==> src/rtl/tmo_pkg.sv <==
package tmo_pkg;
    typedef enum logic [1:0] {
        ST_IDLE = 2'd0,
        ST_TIME = 2'd1,
        ST_FLT  = 2'd2
    } tmo_st_e;
endpackage

==> src/rtl/tmo_sync.sv <==
module tmo_sync #(
    parameter int STAGES = 2
) (
    input  logic clk,
    input  logic rst_n,
    input  logic async_i,
    output logic rise_o
);
    typedef struct packed {
        logic [STAGES-1:0] chain;
        logic              prev;
    } sync_t;

    sync_t s_d, s_q;

    always_comb begin
        s_d       = s_q;
        s_d.chain = {s_q.chain[STAGES-2:0], async_i};
        s_d.prev  = s_q.chain[STAGES-1];
    end

    always_ff @(posedge clk or negedge rst_n) begin
        if (!rst_n) s_q <= '0;
        else        s_q <= s_d;
    end

    assign rise_o = s_q.chain[STAGES-1] & ~s_q.prev;
endmodule

==> src/rtl/tmo_window.sv <==
module tmo_window
    import tmo_pkg::*;
#(
    parameter int TICKS = 2
) (
    input  logic clk,
    input  logic rst_n,
    input  logic strb_n,
    input  logic rdy_n,
    input  logic dis_n,
    input  logic is_io,
    input  logic tick,
    output logic expire_mem,
    output logic expire_io,
    output logic abort_o
);
    localparam int CW = $clog2(TICKS + 1);

    typedef struct packed {
        tmo_st_e       st;
        logic [CW-1:0] cnt;
        logic          io;
        logic          strb;
    } win_t;

    win_t w_d, w_q;
    logic fall, expire;

    assign fall = w_q.strb & ~strb_n;

    always_comb begin
        w_d      = w_q;
        w_d.strb = strb_n;
        expire   = 1'b0;
        unique case (w_q.st)
            ST_IDLE: begin
                if (fall && dis_n && rdy_n) begin
                    w_d.st  = ST_TIME;
                    w_d.cnt = '0;
                    w_d.io  = is_io;
                end
            end
            ST_TIME: begin
                if (!dis_n || !rdy_n) begin
                    w_d.st = ST_IDLE;
                end else if (tick) begin
                    if (w_q.cnt == CW'(TICKS - 1)) begin
                        w_d.st = ST_FLT;
                        expire = 1'b1;
                    end else begin
                        w_d.cnt = w_q.cnt + 1'b1;
                    end
                end
            end
            ST_FLT: begin
                if (!dis_n || strb_n) w_d.st = ST_IDLE;
            end
            default: w_d.st = ST_IDLE;
        endcase
    end

    always_ff @(posedge clk or negedge rst_n) begin
        if (!rst_n) begin
            w_q      <= '0;
            w_q.st   <= ST_IDLE;
            w_q.strb <= 1'b1;
        end else begin
            w_q <= w_d;
        end
    end

    assign expire_mem = expire & ~w_q.io;
    assign expire_io  = expire &  w_q.io;
    assign abort_o    = (w_q.st == ST_FLT);
endmodule

==> src/rtl/tmo_fault_reg.sv <==
module tmo_fault_reg #(
    parameter int W       = 16,
    parameter int MEM_BIT = 8,
    parameter int IO_BIT  = 5
) (
    input  logic         clk,
    input  logic         rst_n,
    input  logic         set_mem,
    input  logic         set_io,
    input  logic         clr,
    output logic [W-1:0] fault_o,
    output logic         irq_o
);
    typedef struct packed {
        logic mem;
        logic io;
        logic irq;
    } flt_t;

    flt_t f_d, f_q;

    always_comb begin
        f_d     = f_q;
        if (clr) begin
            f_d.mem = 1'b0;
            f_d.io  = 1'b0;
        end
        if (set_mem) f_d.mem = 1'b1;
        if (set_io)  f_d.io  = 1'b1;
        f_d.irq = set_mem | set_io;
    end

    always_ff @(posedge clk or negedge rst_n) begin
        if (!rst_n) f_q <= '0;
        else        f_q <= f_d;
    end

    always_comb begin
        fault_o          = '0;
        fault_o[MEM_BIT] = f_q.mem;
        fault_o[IO_BIT]  = f_q.io;
    end

    assign irq_o = f_q.irq;
endmodule

==> src/rtl/bus_tmo_monitor.sv <==
module bus_tmo_monitor #(
    parameter int SYNC_STAGES = 2,
    parameter int TICKS       = 2,
    parameter int FLT_W       = 16,
    parameter int MEM_BIT     = 8,
    parameter int IO_BIT      = 5
) (
    input  logic             clk,
    input  logic             rst_n,
    input  logic             strb_n,
    input  logic             rdy_n,
    input  logic             is_io,
    input  logic             tmr_clk,
    input  logic             tmo_dis_n,
    input  logic             flt_clr,
    output logic [FLT_W-1:0] fault_o,
    output logic             irq_l1_o,
    output logic             abort_o
);
    logic tick, exp_mem, exp_io;

    tmo_sync #(.STAGES(SYNC_STAGES)) u_sync (
        .clk(clk), .rst_n(rst_n), .async_i(tmr_clk), .rise_o(tick)
    );

    tmo_window #(.TICKS(TICKS)) u_win (
        .clk(clk), .rst_n(rst_n), .strb_n(strb_n), .rdy_n(rdy_n),
        .dis_n(tmo_dis_n), .is_io(is_io), .tick(tick),
        .expire_mem(exp_mem), .expire_io(exp_io), .abort_o(abort_o)
    );

    tmo_fault_reg #(.W(FLT_W), .MEM_BIT(MEM_BIT), .IO_BIT(IO_BIT)) u_flt (
        .clk(clk), .rst_n(rst_n), .set_mem(exp_mem), .set_io(exp_io),
        .clr(flt_clr), .fault_o(fault_o), .irq_o(irq_l1_o)
    );
endmodule

==> config.mk <==
export PLATFORM = sky130hd
export DESIGN_NAME = bus_tmo_monitor
export DESIGN_NICKNAME = d
export VERILOG_FILES = /design/src/rtl/tmo_pkg.sv /design/src/rtl/tmo_sync.sv /design/src/rtl/tmo_window.sv /design/src/rtl/tmo_fault_reg.sv /design/src/rtl/bus_tmo_monitor.sv
export SDC_FILE = /design/constraint.sdc
export NUM_CORES = 1
export LEC_CHECK = 0
export ABC_AREA = 1
export BUFFER_PORTS_ARGS = -buffer_cell sky130_fd_sc_hd__buf_2
export CAP_MARGIN = 30
export CORE_AREA = 8 8 46 48
export CTS_CLUSTER_SIZE = 16
export DETAILED_ROUTE_END_ITERATION = 16
export DIE_AREA = 0 0 54 56
export GPL_ROUTABILITY_DRIVEN = 0
export PLACE_DENSITY = 0.8
export SYNTH_ARGS = -nofsm -noshare
export SYNTH_HDL_FRONTEND = slang
export SYNTH_SLANG_ARGS = --single-unit
==> constraint.sdc <==
create_clock -name clk -period 2.5 [get_ports clk]
set_input_delay 0.5 -clock clk [delete_from_list [all_inputs] [get_ports clk]]
set_output_delay 0.5 -clock clk [all_outputs]
set_load 0.05 [all_outputs]
==> Yosys cells after proc, flatten, opt, wreduce, memory -nomap -nowiden <==
Index checks and enable logic that the tools add are counted.
{ "classes": {"addsub": 1, "mul": 0, "div": 0, "magnitude_cmp": 0, "eq_ne": 10, "shifts": 0, "n_mux": 16, "n_bitwise": 8, "n_reduce_logical": 13} }
{ "ops": {"columns": ["op", "count"], "rows": [
  ["2-to-1 mux 2 bit", 6],
  ["2-to-1 mux 1 bit", 6],
  ["!= test 2 bit (second input constant)", 3],
  ["one-hot mux 2 bit (3 select lines)", 1],
  ["nonzero test 2 bit", 3],
  ["2-to-1 mux 5 bit", 1],
  ["AND reduction 5 bit", 1],
  ["AND 1 bit", 4],
  ["equality test 2 x 1 -> 1 bit (second input constant)", 2],
  ["2-to-1 mux 4 bit", 1],
  ["!= test 2 x 1 -> 1 bit (second input constant)", 2],
  ["one-hot mux 2 bit (2 select lines)", 1],
  ["AND reduction 4 bit", 1],
  ["!= test 3 x 1 -> 1 bit (second input constant)", 1],
  ["!= test 3 x 2 -> 1 bit (second input constant)", 1],
  ["inverter 1 bit", 3],
  ["adder 2 x 1 -> 2 bit (second input constant)", 1],
  ["equality test 2 bit (second input constant)", 1],
  ["logical AND 1 bit", 2],
  ["logical NOT 1 bit", 2],
  ["logical NOT 2 bit", 1],
  ["logical OR 1 bit", 2],
  ["AND reduction 2 bit", 1],
  ["bitwise OR 1 bit", 1]
]} }
{ "totals": {"regBits": 12, "latchBits": 0, "mem_bits_rw": 0, "romBits": 0, "inputBits": 8, "n_memories": 0} }

==> Depth between registers and ports, before layout <==
{ "depth": {"ltp_word": 7, "ltp_mapped": 8} }

==> Cells and area by module <==
Synthesis repeated with hierarchy kept, for this count alone.
{ "hier_totals": {"cells_unflattened": 75, "hier_area_um2": 635.6} }
{ "modules_own_cells": {"columns": ["mod", "instances", "cells_each", "area_per_inst_um2", "seq_area_each_um2"], "rows": [
  ["tmo_window", 1, 44, 336.6, 151.4],
  ["tmo_fault_reg", 1, 26, 214.0, 75.1],
  ["tmo_sync", 1, 5, 85.1, 75.1]
]} }

==> Worst setup path before layout <==
Ideal clock, no wire load.
{ "synth_path": {"kind": "flip-flop to output port", "startpoint": "register u_win.w_q[5] (netlist bit)", "endpoint": "output abort_o", "arrival_ns": 1.094, "required_time_ns": 2.000, "setup_slack_ns": 0.906, "path_stages_with_launch": 3, "path_buffers": 0, "path_cell_list": "dfrtp_1 > inv_1 > nor2_1"} }
{ "synth_via": {"elab_chain_len": 1} }
{ "synth_lines": {"columns": ["element", "line_no", "rtl"], "rows": [
  ["start: declaration", "tmo_window.sv:26", "win_t w_d, w_q;"],
  ["start signal: assignment", "tmo_window.sv:68", "w_q <= w_d;"],
  ["equality test 2 bit", "tmo_window.sv:74", "assign abort_o = (w_q.st == ST_FLT);"],
  ["end: declaration", "bus_tmo_monitor.sv:18", "output logic abort_o"]
]} }
No other way between the ends.

==> Worst setup path in the final report <==
Ends and elaborated chain as after synthesis.

==> impl_metrics.py <==
metrics = {
    "outcome": {
        "status": "completed",
    },
    "synth": {
        "yosys_register_bits": 12,
        "synth_area_um2": 647,
        "syn_inst": 76,
        "yosysUniqueCellTypes": 18,
        "synth-compound-area-share": 0.0542,
        "synth_mux_area_frac": 0,
        "synth_top_family_by_area": "buffers and inverters",
        "ys.warnings.count": 0,
        "synth_simple_gate_area_frac": 0.217,
        "seq_area_frac_synth": 0.466,
        "avgSynthCellArea_um2": 8.51,
        "synthXorXnorAreaFrac": 0,
        "synthAdderAreaFrac": 0.0193,
    },
    "sta": {
        "setup_viol": 0,
        "hold_violations": 0,
        "max_freq_mhz": 623,
        "rsz0062_at_grt": "false",
        "finalCritPeriodShare": 0.642,
        "worst_slack_ns": 0.894,
        "fin_skew_ns": 0.00325,
        "tns_ns": 0,
        "drv_slew": 0,
        "finalCriticalPeriod_ns": 1.61,
    },
    "route": {
        "drc": 0,
        "wl_per_cell_um": 10.1,
        "wl_mm": 1.07,
        "vias": 455,
        "vias_per_cell": 4.29,
        "drt_iter0_drc": 1,
        "antenna_left": 0,
        "firstDrtPassIters": 4,
    },
    "run": {
        "maxCapViolCount": 0,
    },
    "die": {
        "dieArea_um2": 3020,
        "rows": 14,
        "die_h_um": 56,
        "start_util": 0.450,
        "dieWidth_um": 54,
        "core_um2": 1440,
        "io_pins": 26,
    },
    "critical_path": {
        "cp-start-kind": "register",
        "cp_slowest_stage_delay_ns": 0.43,
        "slowest_stage": "dfrtp_1",
        "cp.arrival_ns": 1.11,
        "critical_path_class": "register to output pin",
        "cp_cell_sequence": "inv_1 > nor2_1 > buf_2",
        "end_kind": "output pin",
        "worstPathRequired_ns": 2.00,
        "path_max_fanout": 4,
    },
    "power_and_ir_drop": {
        "seq_power_share": 0.452,
        "p_leak_nw": 0.383,
        "p_per_area_nw_per_um2": 772,
        "p_comb_frac": 0.322,
        "peakVddDrop_mv": 0.392,
        "switching_power_mw": 0.207,
        "p_clk_frac": 0.226,
        "swShare": 0.388,
        "internal_power_mw": 0.327,
        "total_power_mw": 0.534,
    },
    "global_route": {
        "grt_pass1_wl_mm": 1.82,
        "grt_pass1_vias": 420,
        "antenna_found_initial": 0,
        "grt.total_usage": 0.0781,
        "grt_max_degree": 13,
        "grt-ovfl-total": 0,
    },
    "clock_tree": {
        "path_clk_slew_ns": 0.07,
        "cts.sinks": 12,
        "clock_latency_ns": 0.27,
        "postCtsSetupRepairBufs": 0,
        "clockBufferDepth": 2,
        "cts-htree-levels": 1,
        "cts_tree": "done",
        "cts_resized": 0,
        "ctsHoldBuffers": 0,
        "numCtsBuffers": 3,
        "root_buffer": "clkbuf_4",
    },
    "finish": {
        "final_util": 0.482,
        "final_layout_size_suffix_gt1_frac": 0.256,
        "most-common-layout-cells": "nand2_1, conb_1, inv_1, buf_2, dfrtp_1",
        "final_net_count": 100,
        "antenna_cells": 0,
        "multiInputGateArea_um2": 240,
        "syn2layout_area_growth_pct": 6.96,
        "register_area_um2": 302,
        "fill_cells": 149,
    },
    "placed_design": {
        "pre_cts_ws_ns": 1.14,
        "io_buffer_count": 11,
        "hpwl_um": 918,
    },
    "worst_hold_path": {
        "hold_path.class": "input port to async pin",
    },
}
## routing by layer
| layer | track usage | wire [um] | share of wire |
|---|---|---|---|
| met1 | 0.0892 | 433 | 0.40 |
| met2 | 0.118 | 542 | 0.50 |
| met3 | 0.0481 | 99 | 0.092 |
| met4 | 0.0211 | 0 | 0 |
| met5 | 0 | 0 | 0 |
## cells by family (layout without fill, tap and decap cells)
group / after synthesis / in the layout
fa+ha+maj: 1 / 1
flops: 12 / 12
compound gates: 7 / 7
buf+inv: 27 / 28
other cells: 1 / 14
simple gates: 28 / 28
## worst paths after layout
check / depth (start not counted) / end / startpoint / slack, ns
max in group asynchronous: 1 / u_win.w_q[0] / rst_n / 2.14
min: 1 / u_flt.fault_o[5] / rst_n / 0.09
max reg2reg: 7 / u_win.w_q[3] / u_win.w_q[0] / 1.25
min reg2reg: 0 / u_sync.s_d[0] / u_sync.s_d[2] / 0.36
max: 3 / abort_o / u_win.w_q[5] / 0.89
min in group clk: 1 / u_sync.s_d[2] / tmr_clk / 0.34
## power by group through the flow
stage	logic [mW]	clock network, mW	registers (mW)
floorplan	0.160	0	0.243
global route	0.195	0.135	0.247
global placement	0.165	0	0.243
CTS	0.173	0.127	0.241
finish	0.172	0.121	0.241
detailed placement	0.172	0	0.245
## critical path: cells and delay by family (launching register included)
| family | cells | cell delay [ns] |
|---|---|---|
| buffers and inverters | 2 | 0.33 |
| and+or+nand+nor | 1 | 0.08 |
| DFF | 1 | 0.43 |
## final cells by class
| type | instances | share of cell area |
|---|---|---|
| timing repair buffer | 11 | 0.0796 |
| tap | 16 | 0.0289 |
| inverter | 13 | 0.0705 |
| sequential | 12 | 0.436 |
| clock buffer | 4 | 0.0380 |
| multi-input combinational | 50 | 0.347 |
## state kept, by name, indices dropped and copies added (netlist names)
signal,flops
u_flt.fault_o,2
u_flt.irq_o,1
u_sync.s_d,2
u_sync.s_q,1
u_win.w_q,6
## synthesized netlist by cell type, drive strengths merged
library cell	n	area (um2)
a21oi	1	5.00
o21ai	6	30.0
nand3	4	30.0
dfrtp	11	275
conb	1	3.75
inv	13	48.8
dfstp	1	26.3
ha	1	12.5
nor2	6	32.5
buf	14	105
nand2	17	71.3
nand4	1	6.26
## stage by stage
step	hold slack [ns]	instance area, um2	std cells
global placement	0.336	666	102
finish	0.0941	692	106
detailed placement	0.343	666	102
CTS	0.0965	692	106
floorplan	0.204	696	89
global route	0.102	692	106
No activity file was read; power rests on OpenSTA's default activity.
